--- src/rtl/ssc_pkg.sv ---
package ssc_pkg;

    localparam int PEAK_W  = 9;
    localparam int SET_W   = 4;
    localparam int BAND_W  = 2;

    typedef enum logic [1:0] {
        TL_LO  = 2'b00,
        TL_MID = 2'b01,
        TL_HI  = 2'b10,
        TL_BAD = 2'b11
    } tl_code_e;

    typedef struct packed {
        logic              en;
        logic              hi;
        logic [SET_W-1:0]  idx;
        logic [BAND_W-1:0] band;
        logic [PEAK_W-1:0] peak;
    } ssc_cfg_t;

    // Unusable code falls back to the level an open pin would give.
    function automatic tl_code_e tl_clean(input logic [1:0] code);
        if (code == 2'b11)
            return TL_MID;
        return tl_code_e'(code);
    endfunction

    function automatic logic [PEAK_W-1:0] pick4(input logic [BAND_W-1:0] b,
                                                input int v0, input int v1,
                                                input int v2, input int v3);
        case (b)
            2'd0:    return PEAK_W'(v0);
            2'd1:    return PEAK_W'(v1);
            2'd2:    return PEAK_W'(v2);
            default: return PEAK_W'(v3);
        endcase
    endfunction

    // Half of the total spread, in parts per 10,000.
    function automatic logic [PEAK_W-1:0] peak_lookup(input logic [SET_W-1:0] idx,
                                                      input logic [BAND_W-1:0] b);
        case (idx)
            4'd0:    return pick4(b, 215, 195, 185, 170);
            4'd1:    return pick4(b, 190, 175, 165, 155);
            4'd2:    return pick4(b, 170, 155, 140, 130);
            4'd3:    return pick4(b, 145, 125, 120, 110);
            4'd4:    return pick4(b, 140, 120, 115, 105);
            4'd5:    return pick4(b, 145, 140, 130, 120);
            4'd6:    return pick4(b, 105, 100,  90,  85);
            4'd7:    return pick4(b,  75,  70,  65,  60);
            4'd8:    return pick4(b,  60,  55,  55,  50);
            default: return '0;
        endcase
    endfunction

endpackage

--- src/rtl/ssc_sel_decode.sv ---
module ssc_sel_decode
    import ssc_pkg::*;
(
    input  logic [1:0]       s0_code,
    input  logic [1:0]       s1_code,
    output logic [SET_W-1:0] idx,
    output logic             hi,
    output logic             bad
);

    tl_code_e c0;
    tl_code_e c1;

    always_comb begin
        c0 = tl_clean(s0_code);
        c1 = tl_clean(s1_code);
        case ({c1, c0})
            {TL_MID, TL_MID}: idx = SET_W'(0);
            {TL_MID, TL_LO }: idx = SET_W'(1);
            {TL_HI,  TL_LO }: idx = SET_W'(2);
            {TL_LO,  TL_LO }: idx = SET_W'(3);
            {TL_LO,  TL_MID}: idx = SET_W'(4);
            {TL_HI,  TL_MID}: idx = SET_W'(5);
            {TL_LO,  TL_HI }: idx = SET_W'(6);
            {TL_HI,  TL_HI }: idx = SET_W'(7);
            {TL_MID, TL_HI }: idx = SET_W'(8);
            default:          idx = SET_W'(0);
        endcase
        hi  = (idx >= SET_W'(5));
        bad = (&s0_code) | (&s1_code);
    end

endmodule

--- src/rtl/ssc_peak_lut.sv ---
module ssc_peak_lut
    import ssc_pkg::*;
(
    input  logic [SET_W-1:0]  idx,
    input  logic [BAND_W-1:0] band,
    output logic [PEAK_W-1:0] peak
);

    always_comb peak = peak_lookup(idx, band);

endmodule

--- src/rtl/ssc_sweep_core.sv ---
module ssc_sweep_core
    import ssc_pkg::*;
#(
    parameter  int PERIOD = 1166,
    parameter  int OFF_W  = 10,
    localparam int PH_W   = $clog2(PERIOD),
    localparam int HALF   = PERIOD / 2,
    localparam int ACC_W  = $clog2(HALF + (2 << PEAK_W))
)(
    input  logic                    clk,
    input  logic                    rst,
    input  logic                    cur_en,
    input  logic [PEAK_W-1:0]       cur_peak,
    input  logic                    nxt_en,
    input  logic [PEAK_W-1:0]       nxt_peak,
    output logic [PH_W-1:0]         phase,
    output logic                    wrap,
    output logic signed [OFF_W-1:0] offset
);

    logic [PH_W-1:0]         ph_q;
    logic [ACC_W-1:0]        acc_q;
    logic signed [OFF_W-1:0] off_q;
    logic [ACC_W-1:0]        acc_sum;
    logic                    carry;
    logic                    rising;

    // Error accumulator: adds 2P per cycle, emits a unit step on overflow
    // past HALF, so the ramp lands exactly on the peak after HALF cycles.
    assign acc_sum = acc_q + ACC_W'({cur_peak, 1'b0});
    assign carry   = (acc_sum >= ACC_W'(HALF));
    assign rising  = (ph_q < PH_W'(HALF));
    assign wrap    = (ph_q == PH_W'(PERIOD - 1));

    always_ff @(posedge clk) begin
        if (rst) begin
            ph_q  <= '0;
            acc_q <= '0;
            off_q <= '0;
        end else if (wrap) begin
            ph_q  <= '0;
            acc_q <= '0;
            off_q <= nxt_en ? -$signed(OFF_W'(nxt_peak)) : '0;
        end else begin
            ph_q <= ph_q + PH_W'(1);
            if (!cur_en) begin
                acc_q <= '0;
                off_q <= '0;
            end else begin
                acc_q <= carry ? (acc_sum - ACC_W'(HALF)) : acc_sum;
                if (carry)
                    off_q <= rising ? (off_q + OFF_W'(1)) : (off_q - OFF_W'(1));
            end
        end
    end

    assign phase  = ph_q;
    assign offset = off_q;

endmodule

--- src/rtl/ssc_mod_ctrl.sv ---
module ssc_mod_ctrl
    import ssc_pkg::*;
#(
    parameter int PERIOD = 1166,
    parameter int OFF_W  = 10
)(
    input  logic                    clk,
    input  logic                    rst,
    input  logic                    spread_en_i,
    input  logic [1:0]              sel0_i,
    input  logic [1:0]              sel1_i,
    input  logic [BAND_W-1:0]       band_i,
    output logic signed [OFF_W-1:0] offset_o,
    output logic                    hi_range_o,
    output logic [SET_W-1:0]        setting_o,
    output logic [PEAK_W-1:0]       peak_o,
    output logic                    code_err_o
);

    localparam int PH_W = $clog2(PERIOD);

    logic [SET_W-1:0]  dec_idx;
    logic              dec_hi;
    logic              dec_bad;
    logic [PEAK_W-1:0] dec_peak;
    ssc_cfg_t          nxt_cfg;
    ssc_cfg_t          cfg_q;
    logic              err_q;
    logic [PH_W-1:0]   phase;
    logic              wrap;

    ssc_sel_decode u_dec (
        .s0_code (sel0_i),
        .s1_code (sel1_i),
        .idx     (dec_idx),
        .hi      (dec_hi),
        .bad     (dec_bad)
    );

    ssc_peak_lut u_lut (
        .idx  (dec_idx),
        .band (band_i),
        .peak (dec_peak)
    );

    always_comb begin
        nxt_cfg.en   = spread_en_i;
        nxt_cfg.hi   = dec_hi;
        nxt_cfg.idx  = dec_idx;
        nxt_cfg.band = band_i;
        nxt_cfg.peak = dec_peak;
    end

    always_ff @(posedge clk) begin
        if (rst) begin
            cfg_q.en   <= 1'b0;
            cfg_q.hi   <= 1'b0;
            cfg_q.idx  <= '0;
            cfg_q.band <= '0;
            cfg_q.peak <= peak_lookup(SET_W'(0), BAND_W'(0));
            err_q      <= 1'b0;
        end else begin
            if (wrap)
                cfg_q <= nxt_cfg;
            if (dec_bad)
                err_q <= 1'b1;
        end
    end

    ssc_sweep_core #(
        .PERIOD (PERIOD),
        .OFF_W  (OFF_W)
    ) u_core (
        .clk      (clk),
        .rst      (rst),
        .cur_en   (cfg_q.en),
        .cur_peak (cfg_q.peak),
        .nxt_en   (nxt_cfg.en),
        .nxt_peak (nxt_cfg.peak),
        .phase    (phase),
        .wrap     (wrap),
        .offset   (offset_o)
    );

    assign hi_range_o = cfg_q.hi;
    assign setting_o  = cfg_q.idx;
    assign peak_o     = cfg_q.peak;
    assign code_err_o = err_q;

endmodule

--- config.mk ---
export PLATFORM = sky130hd
export DESIGN_NAME = ssc_mod_ctrl
export DESIGN_NICKNAME = d
export VERILOG_FILES = /design/src/rtl/ssc_pkg.sv /design/src/rtl/ssc_sel_decode.sv /design/src/rtl/ssc_peak_lut.sv /design/src/rtl/ssc_sweep_core.sv /design/src/rtl/ssc_mod_ctrl.sv
export SDC_FILE = /design/constraint.sdc
export NUM_CORES = 1
export LEC_CHECK = 0
export ABC_CLOCK_PERIOD_IN_PS = 8700
export BUFFER_PORTS_ARGS = -buffer_cell sky130_fd_sc_hd__buf_2
export CORE_ASPECT_RATIO = 0.6
export CORE_UTILIZATION = 55
export DETAILED_ROUTE_END_ITERATION = 7
export PLACE_DENSITY = 0.71
export SYNTH_ARGS = -nofsm -noshare
export SYNTH_HDL_FRONTEND = slang
export SYNTH_HIERARCHICAL = 1
export SYNTH_SLANG_ARGS = --single-unit
--- constraint.sdc ---
create_clock -name clk -period 8.7 [get_ports clk]
set_clock_uncertainty 0.2 [all_clocks]
set_input_delay 0.87 -clock clk [delete_from_list [all_inputs] [get_ports clk]]
set_output_delay 0.87 -clock clk [all_outputs]
set_load 0.01 [all_outputs]
==> summary.md <==
| Metric | Value |
|---|---|
| Pre-CTS setup slack | `4.68 ns` |
| Crit Path Class | `in -> reg` |
| Clk slew on worst S/H paths | `roughly 0.070 ns` |
| Ys Warns | `6` |
| TritonCTS clock tree | `built` |
| CP endpoint kind | `register` |
| Initial DRC Count | `424` |
| Max-slew violations | `0` |
| Post-CTS setup repair buffer count | `0` |
| CTS resizes | `0` |
| Pwr dens | `~120 nW/µm²` |
| Mapped Cells | `516` |
| GRT Util Overall | `0.252` |
| Core area | `7360 µm²` |
| Num rows | `24` |
| Fillers | `646` |
| Bufs and invs on worst path | `2` |
| GRT overflow | `0` |
| Cell taking the most area after synthesis | `dfxtp_1` |
| Library cells used by synthesis | `87` |
| Crit path DAT | `~3.7 ns` |
| First-pass DRT Iterations | `5` |
| Gate power share | `0.151` |
| F_max | `265 MHz` |
| Startpoint Class | `input pin` |
| Final worst path period need | `~3.8 ns` |
| Maximum clock path buffer count | `2` |
| Post-synth ARST share | `0` |
| Family with the most delay on the worst path | `simple AND/OR/NAND/NOR gates` |
| Clock root buffer | `clkbuf_16` |
| Largest stage delay, worst path | `0.36 ns` |
| Reg power frac | `0.416` |
| Chip Height | `about 70 µm` |
| Ys flop type | `dfxtp_1` |
| Final period util | `0.434` |
| P_sw | `140 µW` |
| H-tree levels | `2` |
| GPL Wtd Cong | `about 1` |
| Clock group share of total power | `0.433` |
| R2r setup slk | `approximately 5 ns` |
| Slowest-stage cell, CP | `or3_1` |
| Pin count of the biggest net entering global routing | `35` |
| WL per Instance | `around 16 µm` |
| Layout cell share with drive strength beyond 1 | `0.157` |
| Part of the Yosys area used for sequential elements | `0.227` |
| Leading cell type in the layout, fill and taps excluded | `dfxtp_1` |
| Unrepaired setup endpoints after global routing | `no` |
| Syn-to-layout area delta | `5.68%` |
| CP Depth | `15` |
| Leak | `0.00184 µW` |
| Worst r2r dst | `u_core/offset[9]` |
| First-pass GRT wire length | `15.9 mm` |
| Fin nets | `approximately 560` |
| Peak supply drop | `0.0686 mV` |
| Register area | `961 µm²` |
| Post-synthesis register bit count | `48` |
| Max-cap violations | `0` |
| DIE WIDTH | `115 µm` |
| Vias per cell | `6.11` |
| Max_slew headroom | `0.471` |
| Timing endpoint of the critical path | `u_core/offset[9]` |
| Clock latency on the worst-skew pair | `roughly 0.29 ns` |
| Total die area | `8060 µm²` |
| Worst Hold Class | `reg -> reg` |
| Number of port buffers | `33` |
| Final wirelength | `between 10 and 15 mm` |
| Final hold violations | `0` |
| Worst-case reg-to-reg path depth | `12` |
| Synth top area share | `0.227` |
| CP required | `8.66 ns` |
| Final Total Pwr | `between 500 and 600 µW` |
| TritonCTS Buffers | `5` |
| Max Fanout on Critical Path | `27` |
| DRT antenna net count | `0` |
| Final HPWL DP | `7.41 mm` |
| Initial antenna violation count | `0` |
| Worst-Margin Slew | `0.785 ns` |
| Synth Area per Inst | `8.20 µm²` |
| Status | `complete, no violations` |
| # diodes | `0` |
| Vias in the first global route | `3191` |
| # DRC | `0` |
| CP Launch Point | `sel0_i[0]` |
| Post-Syn Nets | `about 560` |
| Reg-to-Reg Start | `u_core/phase[0]` |
| Endpoints failing setup | `0` |
| Synth area leaders | `dfxtp_1 23%, ha_1 8.3%, nor2_1 4.3%, mux2i_1 3.5%, xnor2_1 2.9%` |
| CTS Sinks | `48` |
| I/O pin cnt | `34` |
| Initial core utilization | `0.575` |
| Post-route setup TNS | `0 ns` |
| Area occupied by multi-input gates | `2900 µm²` |
| EDFF count, synth | `0` |
| Final worst slack | `approximately 4.9 ns` |
| CP Cell Sequence | `buf_2, nor2_2, xnor2_2, buf_4, nor2_1, a32o_1, a211oi_1, o32ai_1, nor3_1, nand3_1, or3_1, nor3_1, o32ai_1, a21oi_1, a211oi_1` |
| Most frequent cells in the layout | `48 x dfxtp_1, 47 x nor2_1, 33 x buf_2, 28 x ha_1, 26 x inv_1` |
| Hold Buf Count CTS | `0` |
| Switch share | `0.261` |
| Synth Cell Area | `4230 µm²` |
| P_int | `395 µW` |
| Vias | `3829` |
==> per-layer routing <==
layer,track usage,wire length [µm]
met5,0,0
met3,0.0530,763
met4,0.0404,36
met1,0.399,5320
met2,0.349,4120
==> power groups by stage <==
stage                     Sequential [µW]  Clock, µW  Combinational (µW)
final                                 223        232                80.6
after global routing                  223        246                86.8
after CTS                             223        236                78.3
after detailed placement              228          0                77.7
after global placement                228          0                76.7
after floorplan                       228          0                62.0
==> flip-flops by register name (all words and copies together) (netlist names) <==
name,count
setting_o,4
cfg_q,1
code_err_o,1
hi_range_o,1
u_core/acc_q,11
u_core/phase,11
u_core/offset,10
peak_o,9
==> cells by family (layout without fill, tap and decap cells) <==
| group | after synthesis | after routing | share of synthesized area |
|---|---|---|---|
| fa+ha+maj | 30 | 30 | 0.0923 |
| compound gates | 121 | 121 | 0.215 |
| flops | 48 | 48 | 0.227 |
| mux | 17 | 17 | 0.0408 |
| simple gates | 204 | 204 | 0.269 |
| xor+xnor | 29 | 29 | 0.0618 |
| buf+inv | 66 | 73 | 0.0929 |
| other cells | 1 | 1 | 0.000886 |
==> cell usage after synthesis (9+ instances only) <==
master and count:
nor2_1 48, a22oi_1 9, ha_1 28, mux2i_1 15, nor3_1 24, dfxtp_1 48
a21oi_1 24, inv_1 26, xnor2_1 14, xor2_1 14, o21ai_0 10, nand3_1 21
buf_4 16, nand2_1 24
==> how the worst min path moves through the flow <==
stage / cells after the start / slack (ns) / start / end
2_1_floorplan: 1 / 0.24 / u_core/phase[0] / u_core/phase[0]
3_3_place_gp: 2 / 0.25 / code_err_o / code_err_o
3_5_place_dp: 2 / 0.26 / code_err_o / code_err_o
4_1_cts: 2 / 0.27 / code_err_o / code_err_o
5_1_grt: 2 / 0.30 / u_core/offset[4] / u_core/offset[4]
6_report: 2 / 0.27 / code_err_o / code_err_o
==> metrics by stage <==
stage	cells	util	hold WS, ns	instance area (µm²)
after floorplan	516	-	0.241	4230
after global placement	619	0.584	0.245	4290
after detailed placement	619	0.584	0.258	4290
after CTS	627	0.608	0.272	4470
after global routing	627	0.608	0.302	4470
final	627	0.608	0.268	4470
==> final cells by class <==
| type | count | share of cell area |
|---|---|---|
| Timing Repair Buffer | 38 | 0.0453 |
| Tap cell | 104 | 0.0291 |
| Clock inverter | 2 | 0.00868 |
| Multi-Input combinational cell | 402 | 0.648 |
| Clock buffer | 6 | 0.0311 |
| Inverter | 27 | 0.0227 |
| Sequential cell | 48 | 0.215 |
==> worst min-delay path, cell delays in order (launching register included) <==
cell     delay [ns]
dfxtp_1        0.32
nor2_1         0.05
nor2_1         0.07
Power figures use the tool's default switching activity.
